### config.mk
export PLATFORM = sky130hd
export DESIGN_NAME = tmr_pair_top
export DESIGN_NICKNAME = d
export VERILOG_FILES = /design/src/rtl/tmr_pkg.sv /design/src/rtl/tmr_edge.sv /design/src/rtl/tmr_chan.sv /design/src/rtl/tmr_pair_top.sv
export SDC_FILE = /design/constraint.sdc
export NUM_CORES = 1
export LEC_CHECK = 0
export BUFFER_PORTS_ARGS = -buffer_cell sky130_fd_sc_hd__buf_2
export CAP_MARGIN = 20
export CORE_ASPECT_RATIO = 0.75
export CORE_MARGIN = 5
export CORE_UTILIZATION = 40
export DETAILED_ROUTE_END_ITERATION = 8
export PLACE_DENSITY = 0.64
export SLEW_MARGIN = 10
export SYNTH_ARGS = -nofsm -noshare
export SYNTH_HDL_FRONTEND = slang
export SYNTH_SLANG_ARGS = --single-unit
### constraint.sdc
create_clock -name clk -period 1.9 [get_ports clk]
set_input_delay 0.38 -clock clk [delete_from_list [all_inputs] [get_ports clk]]
set_output_delay 0.38 -clock clk [all_outputs]
set_load 0.05 [all_outputs]
### src/rtl/tmr_pkg.sv
`timescale 1ns/1ps
package tmr_pkg;
    typedef enum logic {MODE_SPLIT = 1'b0, MODE_JOINED = 1'b1} mode_e;

    localparam logic [2:0] JOIN_CODE = 3'b100;

    localparam logic [2:0] REG_CTRL = 3'd0;
    localparam logic [2:0] REG_STAT = 3'd1;
    localparam logic [2:0] REG_CNT  = 3'd2;
    localparam logic [2:0] REG_CMPA = 3'd3;
    localparam logic [2:0] REG_CMPB = 3'd4;
    localparam logic [2:0] REG_PCFG = 3'd5;

    localparam logic [1:0] CLR_ON_A = 2'b01;
    localparam logic [1:0] CLR_ON_B = 2'b10;

    localparam logic [1:0] ACT_KEEP = 2'b00;
    localparam logic [1:0] ACT_LOW  = 2'b01;
    localparam logic [1:0] ACT_HIGH = 2'b10;

    function automatic logic pin_apply(input logic cur, input logic [1:0] act);
        case (act)
            ACT_KEEP: return cur;
            ACT_LOW:  return 1'b0;
            ACT_HIGH: return 1'b1;
            default:  return ~cur;
        endcase
    endfunction
endpackage

### src/rtl/tmr_edge.sv
`timescale 1ns/1ps
module tmr_edge #(
    parameter int SYNC = 2
) (
    input  logic       clk,
    input  logic       rst_n,
    input  logic       pin,
    input  logic [1:0] sel,
    output logic       ev
);
    // sh[SYNC-1] is the synchronised level, sh[SYNC] its previous value
    logic [SYNC:0] sh;

    always_ff @(posedge clk or negedge rst_n) begin
        if (!rst_n) sh <= '0;
        else        sh <= {sh[SYNC-1:0], pin};
    end

    logic rise, fall;
    assign rise = sh[SYNC-1] & ~sh[SYNC];
    assign fall = ~sh[SYNC-1] & sh[SYNC];
    assign ev   = (rise & sel[0]) | (fall & sel[1]);
endmodule

### src/rtl/tmr_chan.sv
`timescale 1ns/1ps
module tmr_chan
    import tmr_pkg::*;
#(
    parameter int DW = 8
) (
    input  logic          clk,
    input  logic          rst_n,
    input  logic          wr_en,
    input  logic          rd_en,
    input  logic          sel,
    input  logic [2:0]    idx,
    input  logic [DW-1:0] wdata,
    input  logic          inc,
    input  logic          clr,
    input  logic          ovf_ev,
    input  logic          cma_ev,
    input  logic          cmb_ev,
    input  logic          pinb_ev,
    input  logic          cap_ld,
    output logic [DW-1:0] cnt,
    output logic [DW-1:0] cmpa,
    output logic [DW-1:0] cmpb,
    output logic [2:0]    clk_sel,
    output logic [1:0]    clr_sel,
    output logic [1:0]    edge_sel,
    output logic          cap_en,
    output logic [2:0]    flags,
    output logic [DW-1:0] rdata,
    output logic          pin_out
);
    logic [1:0] act_a, act_b;
    logic [2:0] armed;
    logic [2:0] set_v, clr_v;

    logic w_ctrl, w_stat, w_cnt, w_cmpa, w_cmpb, w_pcfg, r_stat;
    assign w_ctrl = wr_en && sel && (idx == REG_CTRL);
    assign w_stat = wr_en && sel && (idx == REG_STAT);
    assign w_cnt  = wr_en && sel && (idx == REG_CNT);
    assign w_cmpa = wr_en && sel && (idx == REG_CMPA);
    assign w_cmpb = wr_en && sel && (idx == REG_CMPB);
    assign w_pcfg = wr_en && sel && (idx == REG_PCFG);
    assign r_stat = rd_en && sel && (idx == REG_STAT);

    assign set_v = {cmb_ev, cma_ev, ovf_ev};
    assign clr_v = w_stat ? (armed & ~wdata[7:5]) : 3'b000;

    always_ff @(posedge clk or negedge rst_n) begin
        if (!rst_n) begin
            cnt      <= '0;
            cmpa     <= '0;
            cmpb     <= '0;
            clk_sel  <= '0;
            clr_sel  <= '0;
            act_a    <= '0;
            act_b    <= '0;
            edge_sel <= '0;
            cap_en   <= 1'b0;
            flags    <= '0;
            armed    <= '0;
            pin_out  <= 1'b0;
        end else begin
            if (w_cnt)      cnt <= wdata;
            else if (clr)   cnt <= '0;
            else if (inc)   cnt <= cnt + 1'b1;

            if (w_cmpa) cmpa <= wdata;

            if (w_cmpb)      cmpb <= wdata;
            else if (cap_ld) cmpb <= cnt;

            if (w_ctrl) begin
                clk_sel <= wdata[2:0];
                clr_sel <= wdata[4:3];
            end
            if (w_pcfg) begin
                act_a    <= wdata[1:0];
                act_b    <= wdata[3:2];
                edge_sel <= wdata[5:4];
                cap_en   <= wdata[6];
            end

            flags <= set_v | (flags & ~clr_v);
            if (w_stat)      armed <= 3'b000;
            else if (r_stat) armed <= armed | flags;

            pin_out <= pin_apply(pin_apply(pin_out, cma_ev ? act_a : ACT_KEEP),
                                 pinb_ev ? act_b : ACT_KEEP);
        end
    end

    always_comb begin
        rdata = '0;
        case (idx)
            REG_CTRL: begin
                rdata[2:0] = clk_sel;
                rdata[4:3] = clr_sel;
            end
            REG_STAT: rdata[7:5] = flags;
            REG_CNT:  rdata = cnt;
            REG_CMPA: rdata = cmpa;
            REG_CMPB: rdata = cmpb;
            REG_PCFG: begin
                rdata[1:0] = act_a;
                rdata[3:2] = act_b;
                rdata[5:4] = edge_sel;
                rdata[6]   = cap_en;
            end
            default: rdata = '0;
        endcase
    end
endmodule

### src/rtl/tmr_pair_top.sv
`timescale 1ns/1ps
module tmr_pair_top
    import tmr_pkg::*;
#(
    parameter int DW   = 8,
    parameter int SYNC = 2
) (
    input  logic          clk,
    input  logic          rst_n,
    input  logic          tick,
    input  logic          wr_en,
    input  logic          rd_en,
    input  logic [3:0]    addr,
    input  logic [DW-1:0] wdata,
    output logic [DW-1:0] rdata,
    input  logic          pin_hi_in,
    input  logic          pin_lo_in,
    output logic          pin_hi_out,
    output logic          pin_lo_out,
    output logic [2:0]    flags_hi,
    output logic [2:0]    flags_lo
);
    localparam int NCH   = 2;
    localparam int CH_HI = 0;
    localparam int CH_LO = 1;

    logic [NCH-1:0][DW-1:0] cnt_q, cmpa_q, cmpb_q, rd_ch;
    logic [NCH-1:0][2:0]    clk_sel, flag_q;
    logic [NCH-1:0][1:0]    clr_sel, edge_sel;
    logic [NCH-1:0]         cap_en, edge_ev, pin_in, pin_out;
    logic [NCH-1:0]         inc, clr, ovf_ev, cma_ev, cmb_ev, pinb_ev, cap_ev;
    logic [2*DW-1:0]        cnt16, cmpa16, cmpb16;

    mode_e mode_q, mode_d;
    logic  joined;

    assign pin_in = {pin_lo_in, pin_hi_in};
    assign cnt16  = {cnt_q[CH_HI],  cnt_q[CH_LO]};
    assign cmpa16 = {cmpa_q[CH_HI], cmpa_q[CH_LO]};
    assign cmpb16 = {cmpb_q[CH_HI], cmpb_q[CH_LO]};
    assign joined = (mode_q == MODE_JOINED);

    // mode state register
    always_ff @(posedge clk or negedge rst_n) begin
        if (!rst_n) mode_q <= MODE_SPLIT;
        else        mode_q <= mode_d;
    end

    // join / split transitions on a write to the upper control register
    always_comb begin
        mode_d = mode_q;
        if (wr_en && addr == {1'b0, REG_CTRL}) begin
            unique case (mode_q)
                MODE_SPLIT:  if (wdata[2:0] == JOIN_CODE) mode_d = MODE_JOINED;
                MODE_JOINED: if (wdata[2:0] != JOIN_CODE) mode_d = MODE_SPLIT;
            endcase
        end
    end

    // per-mode event decoding
    always_comb begin
        inc = '0; clr = '0; ovf_ev = '0; cma_ev = '0;
        cmb_ev = '0; pinb_ev = '0; cap_ev = '0;
        unique case (mode_q)
            MODE_SPLIT: begin
                for (int c = 0; c < NCH; c++) begin
                    inc[c]     = tick && (clk_sel[c] != 3'b000) && (clk_sel[c] != JOIN_CODE);
                    cma_ev[c]  = inc[c] && (cnt_q[c] == cmpa_q[c]);
                    pinb_ev[c] = inc[c] && !cap_en[c] && (cnt_q[c] == cmpb_q[c]);
                    cap_ev[c]  = cap_en[c] && edge_ev[c];
                    cmb_ev[c]  = pinb_ev[c] || cap_ev[c];
                    ovf_ev[c]  = inc[c] && (cnt_q[c] == {DW{1'b1}});
                    clr[c]     = ((clr_sel[c] == CLR_ON_A) && cma_ev[c]) ||
                                 ((clr_sel[c] == CLR_ON_B) && cmb_ev[c]);
                end
            end
            MODE_JOINED: begin
                inc[CH_LO]     = tick;
                inc[CH_HI]     = tick && (cnt_q[CH_LO] == {DW{1'b1}});
                cma_ev[CH_HI]  = tick && (cnt16 == cmpa16);
                cma_ev[CH_LO]  = tick && (cnt_q[CH_LO] == cmpa_q[CH_LO]);
                pinb_ev[CH_HI] = tick && !cap_en[CH_HI] && (cnt16 == cmpb16);
                pinb_ev[CH_LO] = tick && !cap_en[CH_HI] && (cnt_q[CH_LO] == cmpb_q[CH_LO]);
                cap_ev         = {NCH{cap_en[CH_HI] && edge_ev[CH_HI]}};
                cmb_ev         = pinb_ev | cap_ev;
                ovf_ev[CH_HI]  = tick && (cnt16 == {(2*DW){1'b1}});
                ovf_ev[CH_LO]  = tick && (cnt_q[CH_LO] == {DW{1'b1}});
                clr            = {NCH{((clr_sel[CH_HI] == CLR_ON_A) && cma_ev[CH_HI]) ||
                                      ((clr_sel[CH_HI] == CLR_ON_B) && cmb_ev[CH_HI])}};
            end
        endcase
    end

    generate
        for (genvar c = 0; c < NCH; c++) begin : g_ch
            tmr_edge #(.SYNC(SYNC)) u_edge (
                .clk   (clk),
                .rst_n (rst_n),
                .pin   (pin_in[c]),
                .sel   (edge_sel[c]),
                .ev    (edge_ev[c])
            );
            tmr_chan #(.DW(DW)) u_chan (
                .clk      (clk),
                .rst_n    (rst_n),
                .wr_en    (wr_en),
                .rd_en    (rd_en),
                .sel      (int'(addr[3]) == c),
                .idx      (addr[2:0]),
                .wdata    (wdata),
                .inc      (inc[c]),
                .clr      (clr[c]),
                .ovf_ev   (ovf_ev[c]),
                .cma_ev   (cma_ev[c]),
                .cmb_ev   (cmb_ev[c]),
                .pinb_ev  (pinb_ev[c]),
                .cap_ld   (cap_ev[c]),
                .cnt      (cnt_q[c]),
                .cmpa     (cmpa_q[c]),
                .cmpb     (cmpb_q[c]),
                .clk_sel  (clk_sel[c]),
                .clr_sel  (clr_sel[c]),
                .edge_sel (edge_sel[c]),
                .cap_en   (cap_en[c]),
                .flags    (flag_q[c]),
                .rdata    (rd_ch[c]),
                .pin_out  (pin_out[c])
            );
        end
    endgenerate

    assign rdata      = rd_ch[addr[3]];
    assign flags_hi   = flag_q[CH_HI];
    assign flags_lo   = flag_q[CH_LO];
    assign pin_hi_out = pin_out[CH_HI];
    assign pin_lo_out = pin_out[CH_LO];
endmodule

Word-level counts from Yosys, hierarchy flattened. Index checks and enable logic that the tools add are counted.

Bits in registers: 93. Input port bits: 19. Output and inout port bits: 16. Logic and storage cells: 201.

$add $sub $neg: 2. $lt $le $gt $ge: 1. Equal/unequal tests: 30. Multiplexer cells: 42. Bitwise gates (word level): 32. Reductions and logical operators: 67.

Operators with widths (number): $mux W8 (12); $pmux W5 S5 (2); $logic_and A1 B1 Y1 (46); $eq A16 B16 Y1 (2); $eq A8 B8 Y1 (4); $pmux W2 S2 (7); $pmux W2 S5 (2); $mux W3 (6); $add A8 B1 Y8 const B (2); $eq A16 B16 Y1 const B (1); $eq A8 B8 Y1 const B (2); $and A3 B3 Y3 (4); $eq A2 B1 Y1 const B (6); $eq A2 B2 Y1 const B (6); $or A3 B3 Y3 (4); $pmux W1 S3 (4); $reduce_bool A3 Y1 (4); $not A1 Y1 (10); $eq A3 B3 Y1 const B (3); $ne A3 B3 Y1 const B (3); $not A3 Y3 (3); $and A1 B1 Y1 (8); $logic_not A2 Y1 (4); $mux W2 (4); 13 further kinds (25).

Depth between registers and ports, before layout.
Depth in word-level cells: 11. Mapped depth: 8. Depth with buffers taken out: 7.

By module. Synthesis repeated with hierarchy kept, for this count alone.

Cells, all modules: 531. Area total of the unflattened synthesis: 5407.7 µm².

By module, submodules not included: tmr_chan (times used 2, cells an instance 206, area an instance 2213.4 µm², sequential area each 1076.0 µm²); tmr_pair_top (times used 1, cells an instance 107, area an instance 790.8 µm², sequential area each 25.0 µm²); tmr_edge (times used 2, cells an instance 6, area an instance 95.1 µm², sequential area each 75.1 µm²).

Worst setup path after synthesis. OpenSTA, ideal clock, no wires.

Kind: input -> output. From: input addr[0]. To: output rdata[6]. Arrival: 2234 ps. Data required time: 1520 ps. Setup slack: -714 ps. Stages: 7. Path buffers: 3. Path through: clkbuf_1 > clkbuf_1 > buf_1 > mux2i_1 > o21ai_0 > a21oi_1 > a21oi_1.

Word-level cells in the longest chain between the ends: 4. Elaborated cells between the ends (all ways): 9. Those cells by class: 5 x eq/ne; 4 x mux.

RTL lines: start: declaration (line tmr_pair_top.sv:13) `input logic [3:0] addr,`; $eq A3 B3 Y1 (tied with other cells) (line tmr_chan.sv:94) `case (idx)`; $pmux W2 S5 (line tmr_chan.sv:94); $mux W8 (not written as such) (*) (2 in series) (line tmr_pair_top.sv:132) `assign rdata = rd_ch[addr[3]];`; end: declaration (line tmr_pair_top.sv:15) `output logic [DW-1:0] rdata,`.

Every way passes the cells marked *; elsewhere a longest branch is shown, timed or not. The select of a mux whose other input is x is not followed.

Worst setup path after layout.
From: register g_ch[0].u_chan.cmpb[1]. To: output rdata[1].

Word-level cells in the longest chain between the ends: 3.

RTL lines: start: declaration (line tmr_chan.sv:23) `output logic [DW-1:0] cmpb,`; start signal: assignment (line tmr_chan.sv:69) `if (w_cmpb) cmpb <= wdata;`; start signal: assignment (line tmr_chan.sv:70) `else if (cap_ld) cmpb <= cnt;`; $pmux W5 S5 (line tmr_chan.sv:94); $mux W8 (not written as such) (2 in series) (line tmr_pair_top.sv:132).

No other way between the ends. The select of a mux whose other input is x is not followed.

==> reports/metrics.yaml <==
setup_path:
  cp.required_ns: 1.52
  cp-end-kind: "output pin"
  worstRegToRegCells: 8
  cp.arrival_ns: 1.82
  r2r_slack_ns: -0.20
  rr_endpoint: "g_ch[0].u_chan.cnt[3]$_DFFE_PN0P_"
  critical_path_class: "flip-flop to output pin"
  critPathCapture: "rdata[1]"
  startpoint: "g_ch[0].u_chan.cmpb[1]$_DFFE_PN0P_"
  startpoint_type: "flip-flop"
  r2r-start: "g_ch[0].u_chan.cmpb[1]$_DFFE_PN0P_"
  path_max_fanout: 2
sta:
  min_period_ns: 2.20
  final_max_slew_viol_count: 0
  relSlewSlack_pct: 64.9
  worstMarginPinSlew_ns: 0.526
  setup_viol: 26
  post-route-worst-setup-slack_ns: -0.304
  rsz0062_at_grt: "yes"
  hold_violations: 0
  post-route-period-util_pct: 116
  skew_ns: 0.00634
  fmax_mhz: 454
clock_tree:
  cts_tree: "yes"
  cts_buffers: 9
  clock_path_buffers: 2
  postCtsHoldBufs: 0
  clkSinkCount: 93
  root_buffer: "clkbuf_16"
  clk_pin_slew_worst_paths_ns: 0.07
  clock_latency_ns: 0.34
  htree_levels: 3
detailed_routing:
  wire_per_inst_um: 20.9
  drtPass1Iterations: 5
  ant_nets: 0
  via_per_inst: 5.67
  drc_errors: 0
  vias: 5095
  routed_wl_um: 18700
  drtIter0Drc: 533
logic_synthesis:
  synth_cell_type_count: 58
  synthArstFlopShare_pct: 100
  postSynthCellCount: 556
  syn_avg_cell_area_um2: 9.76
  synthFlopType: "dfrtp_1"
  synth_edf_count: 0
  syn_nets: 577
  yosysSeqAreaShare_pct: 42.9
  ys_warn_count: 0
  synth.ff_latch_count: 93
  synthesis.area_mm2: 0.00543
hold_path:
  hp-class: "input port to asynchronous set/reset pin"
grt:
  grt_usage_pct: 23.5
  grt_overflow: 0
  grt_pass1_wl_um: 29100
  grt_max_degree: 94
  antenna_found_initial: 0
  grt_pass1_vias: 5078
floorplanning:
  core_area_mm2: 0.0132
  io_pins: 35
  initial_core_util_pct: 41.3
  die_height_um: 111
  row_count: 36
  die-area_mm2: 0.0160
  die_w_um: 145
pwr:
  power_density_mw_per_mm2: 1240
  irDropWorstVdd_mv: 0.699
  leakagePower_nw: 3.55
flow_run:
  max_cap_viol_count: 0
placed_design:
  hpwlAfterDp_um: 13800
  dp_cells: 853
  io_buffers: 34
  routabilityCongestion: 0.956
  dpl-instance-area_mm2: 0.00678
status:
  status: "finished with violations"
  violations: "setup timing"
finish:
  final_common_cell: "buf_4"
  final_cell_mix: "buf_4 (133), dfrtp_1 (90), nand2_1 (44)"
  layout-drive-gt1-share_pct: 48.4
  insertedDiodeCount: 0
  design_area_mm2: 0.00799
  fillCellCount: 1081
  fin_cells: 899
  final_nets: 744
  area_growth_syn_to_layout_pct: 47.1
[routing by layer]
metal,global-route usage (%),vias up,wire length [µm]
li1,-,2345,-
met1,37.2,2517,8970
met2,30.9,216,7740
met3,7.68,17,1850
met4,4.66,0,182
met5,0,-,0
[flip-flops by register name (all words and copies together), names as in the netlist]
| signal | cells |
|---|---|
| g_ch.u_chan.clr_sel | 4 |
| g_ch.u_chan.cnt | 16 |
| g_ch.u_chan.armed | 6 |
| joined | 1 |
| g_ch.u_chan.act_b | 4 |
| g_ch.u_chan.cap_en | 2 |
| g_ch.u_chan.act_a | 4 |
| g_ch.u_chan.pin_out | 2 |
| g_ch.u_chan.edge_sel | 4 |
| g_ch.u_chan.cmpa | 16 |
| g_ch.u_edge.sh | 6 |
| g_ch.u_chan.cmpb | 16 |
| g_ch.u_chan.flags | 6 |
| g_ch.u_chan.clk_sel | 6 |
[worst min-delay path by stage]
stage,start,endpoint,slack (ns),cells past startpoint
after floorplan,rst_n,g_ch[0].u_chan.act_a[0]$_DFFE_PN0P_,0.08,0
final,rst_n,g_ch[0].u_chan.armed[0]$_DFFE_PN0P_,0.06,2
after global routing,rst_n,g_ch[0].u_chan.armed[0]$_DFFE_PN0P_,0.13,2
after CTS,rst_n,g_ch[0].u_chan.armed[0]$_DFFE_PN0P_,0.11,2
after detailed placement,g_ch[0].u_edge.sh[0]$_DFF_PN0_,g_ch[0].u_edge.sh[1]$_DFF_PN0_,0.33,0
after global placement,g_ch[0].u_edge.sh[0]$_DFF_PN0_,g_ch[0].u_edge.sh[1]$_DFF_PN0_,0.34,0
[repair_timing]
| action | in CTS | in global routing |
|---|---|---|
| pin swaps | 39 | 18 |
| endpoints found under the hold margin | 0 | 0 |
| setup endpoints to repair | 28 | 36 |
| buffers inserted | 21 | 9 |
| gates resized for setup | 100 | 48 |
[cells in the mapped netlist (all sizes together) (2+ instances only)]
library cell | count | area share [%]
buf | 20 | 2.0
dfrtp | 93 | 43
nand3b | 9 | 1.2
xor2 | 14 | 2.3
o41ai | 2 | 0.32
a22oi | 5 | 0.69
ha | 2 | 0.46
a22o | 6 | 0.97
a21oi | 35 | 3.2
nand4 | 15 | 1.7
nand2b | 4 | 0.46
and3 | 5 | 0.58
a211oi | 7 | 1.2
a221oi | 13 | 2.1
and2 | 3 | 0.35
a221o | 2 | 0.37
xnor2 | 33 | 5.3
clkbuf | 22 | 1.5
or3 | 3 | 0.35
nor3 | 8 | 0.92
inv | 6 | 0.41
mux2i | 27 | 5.0
nor4b | 2 | 0.32
and3b | 3 | 0.48
mux2 | 45 | 9.3
a31oi | 2 | 0.23
a32oi | 2 | 0.60
nor2 | 53 | 3.8
o31ai | 2 | 0.28
nand3 | 5 | 0.46
a21boi | 2 | 0.28
o21ai | 35 | 3.2
or4 | 3 | 0.41
nor2b | 4 | 0.46
o22ai | 2 | 0.23
nor3b | 3 | 0.41
nand2 | 48 | 3.3
[stage by stage]
stage	hold WS [ns]	util, %	power (mW)	TNS (ns)	setup WS (ns)
detailed placement	0.335	51.6	6.74	-9.51	-0.375
global route	0.127	60.7	10.4	-5.72	-0.365
floorplan	0.0844	-	5.14	-0.444	-0.0612
finish	0.0609	60.7	9.91	-3.81	-0.304
global placement	0.335	51.6	6.67	-8.95	-0.365
CTS	0.111	58.6	9.55	-4.02	-0.287
[power by group]
group	switching [mW]	internal, mW
Sequential	0.611	2.56
Clock	0.815	1.20
Combinational	2.27	2.46
Total	3.70	6.21
[final cells by class]
class / instances / area [µm²] / share of cell area (%)
Clock buffer: 10 / 239 / 2.99
Clock inverter: 6 / 91.3 / 1.14
Inverter: 6 / 22.5 / 0.282
Multi-Input combinational cell: 415 / 3440 / 43.1
Sequential cell: 93 / 2330 / 29.2
Tap cell: 171 / 214 / 2.68
Timing Repair Buffer: 198 / 1640 / 20.6
[cell families (layout without fill, tap and decap cells)]
family | Yosys count | in the layout | synth area share [%]
multiplexers | 72 | 72 | 14.3
XOR/XNOR | 47 | 47 | 7.58
flip-flops | 93 | 93 | 42.9
buffers and inverters | 48 | 220 | 3.92
AND/OR/NAND/NOR | 170 | 170 | 15.6
AO/OA/AOI/OAI | 124 | 124 | 15.3
adder cells (fa/ha/maj) | 2 | 2 | 0.461
[worst max-delay path, cell delays in order (launching register included)]
cell and delay [ns]:
dfrtp_1 0.39, buf_6 0.13, mux2_4 0.26, a221oi_2 0.25, nor3_2 0.08, a21oi_2 0.16
nor2_4 0.06, buf_8 0.14
Power figures use the tool's default switching activity.
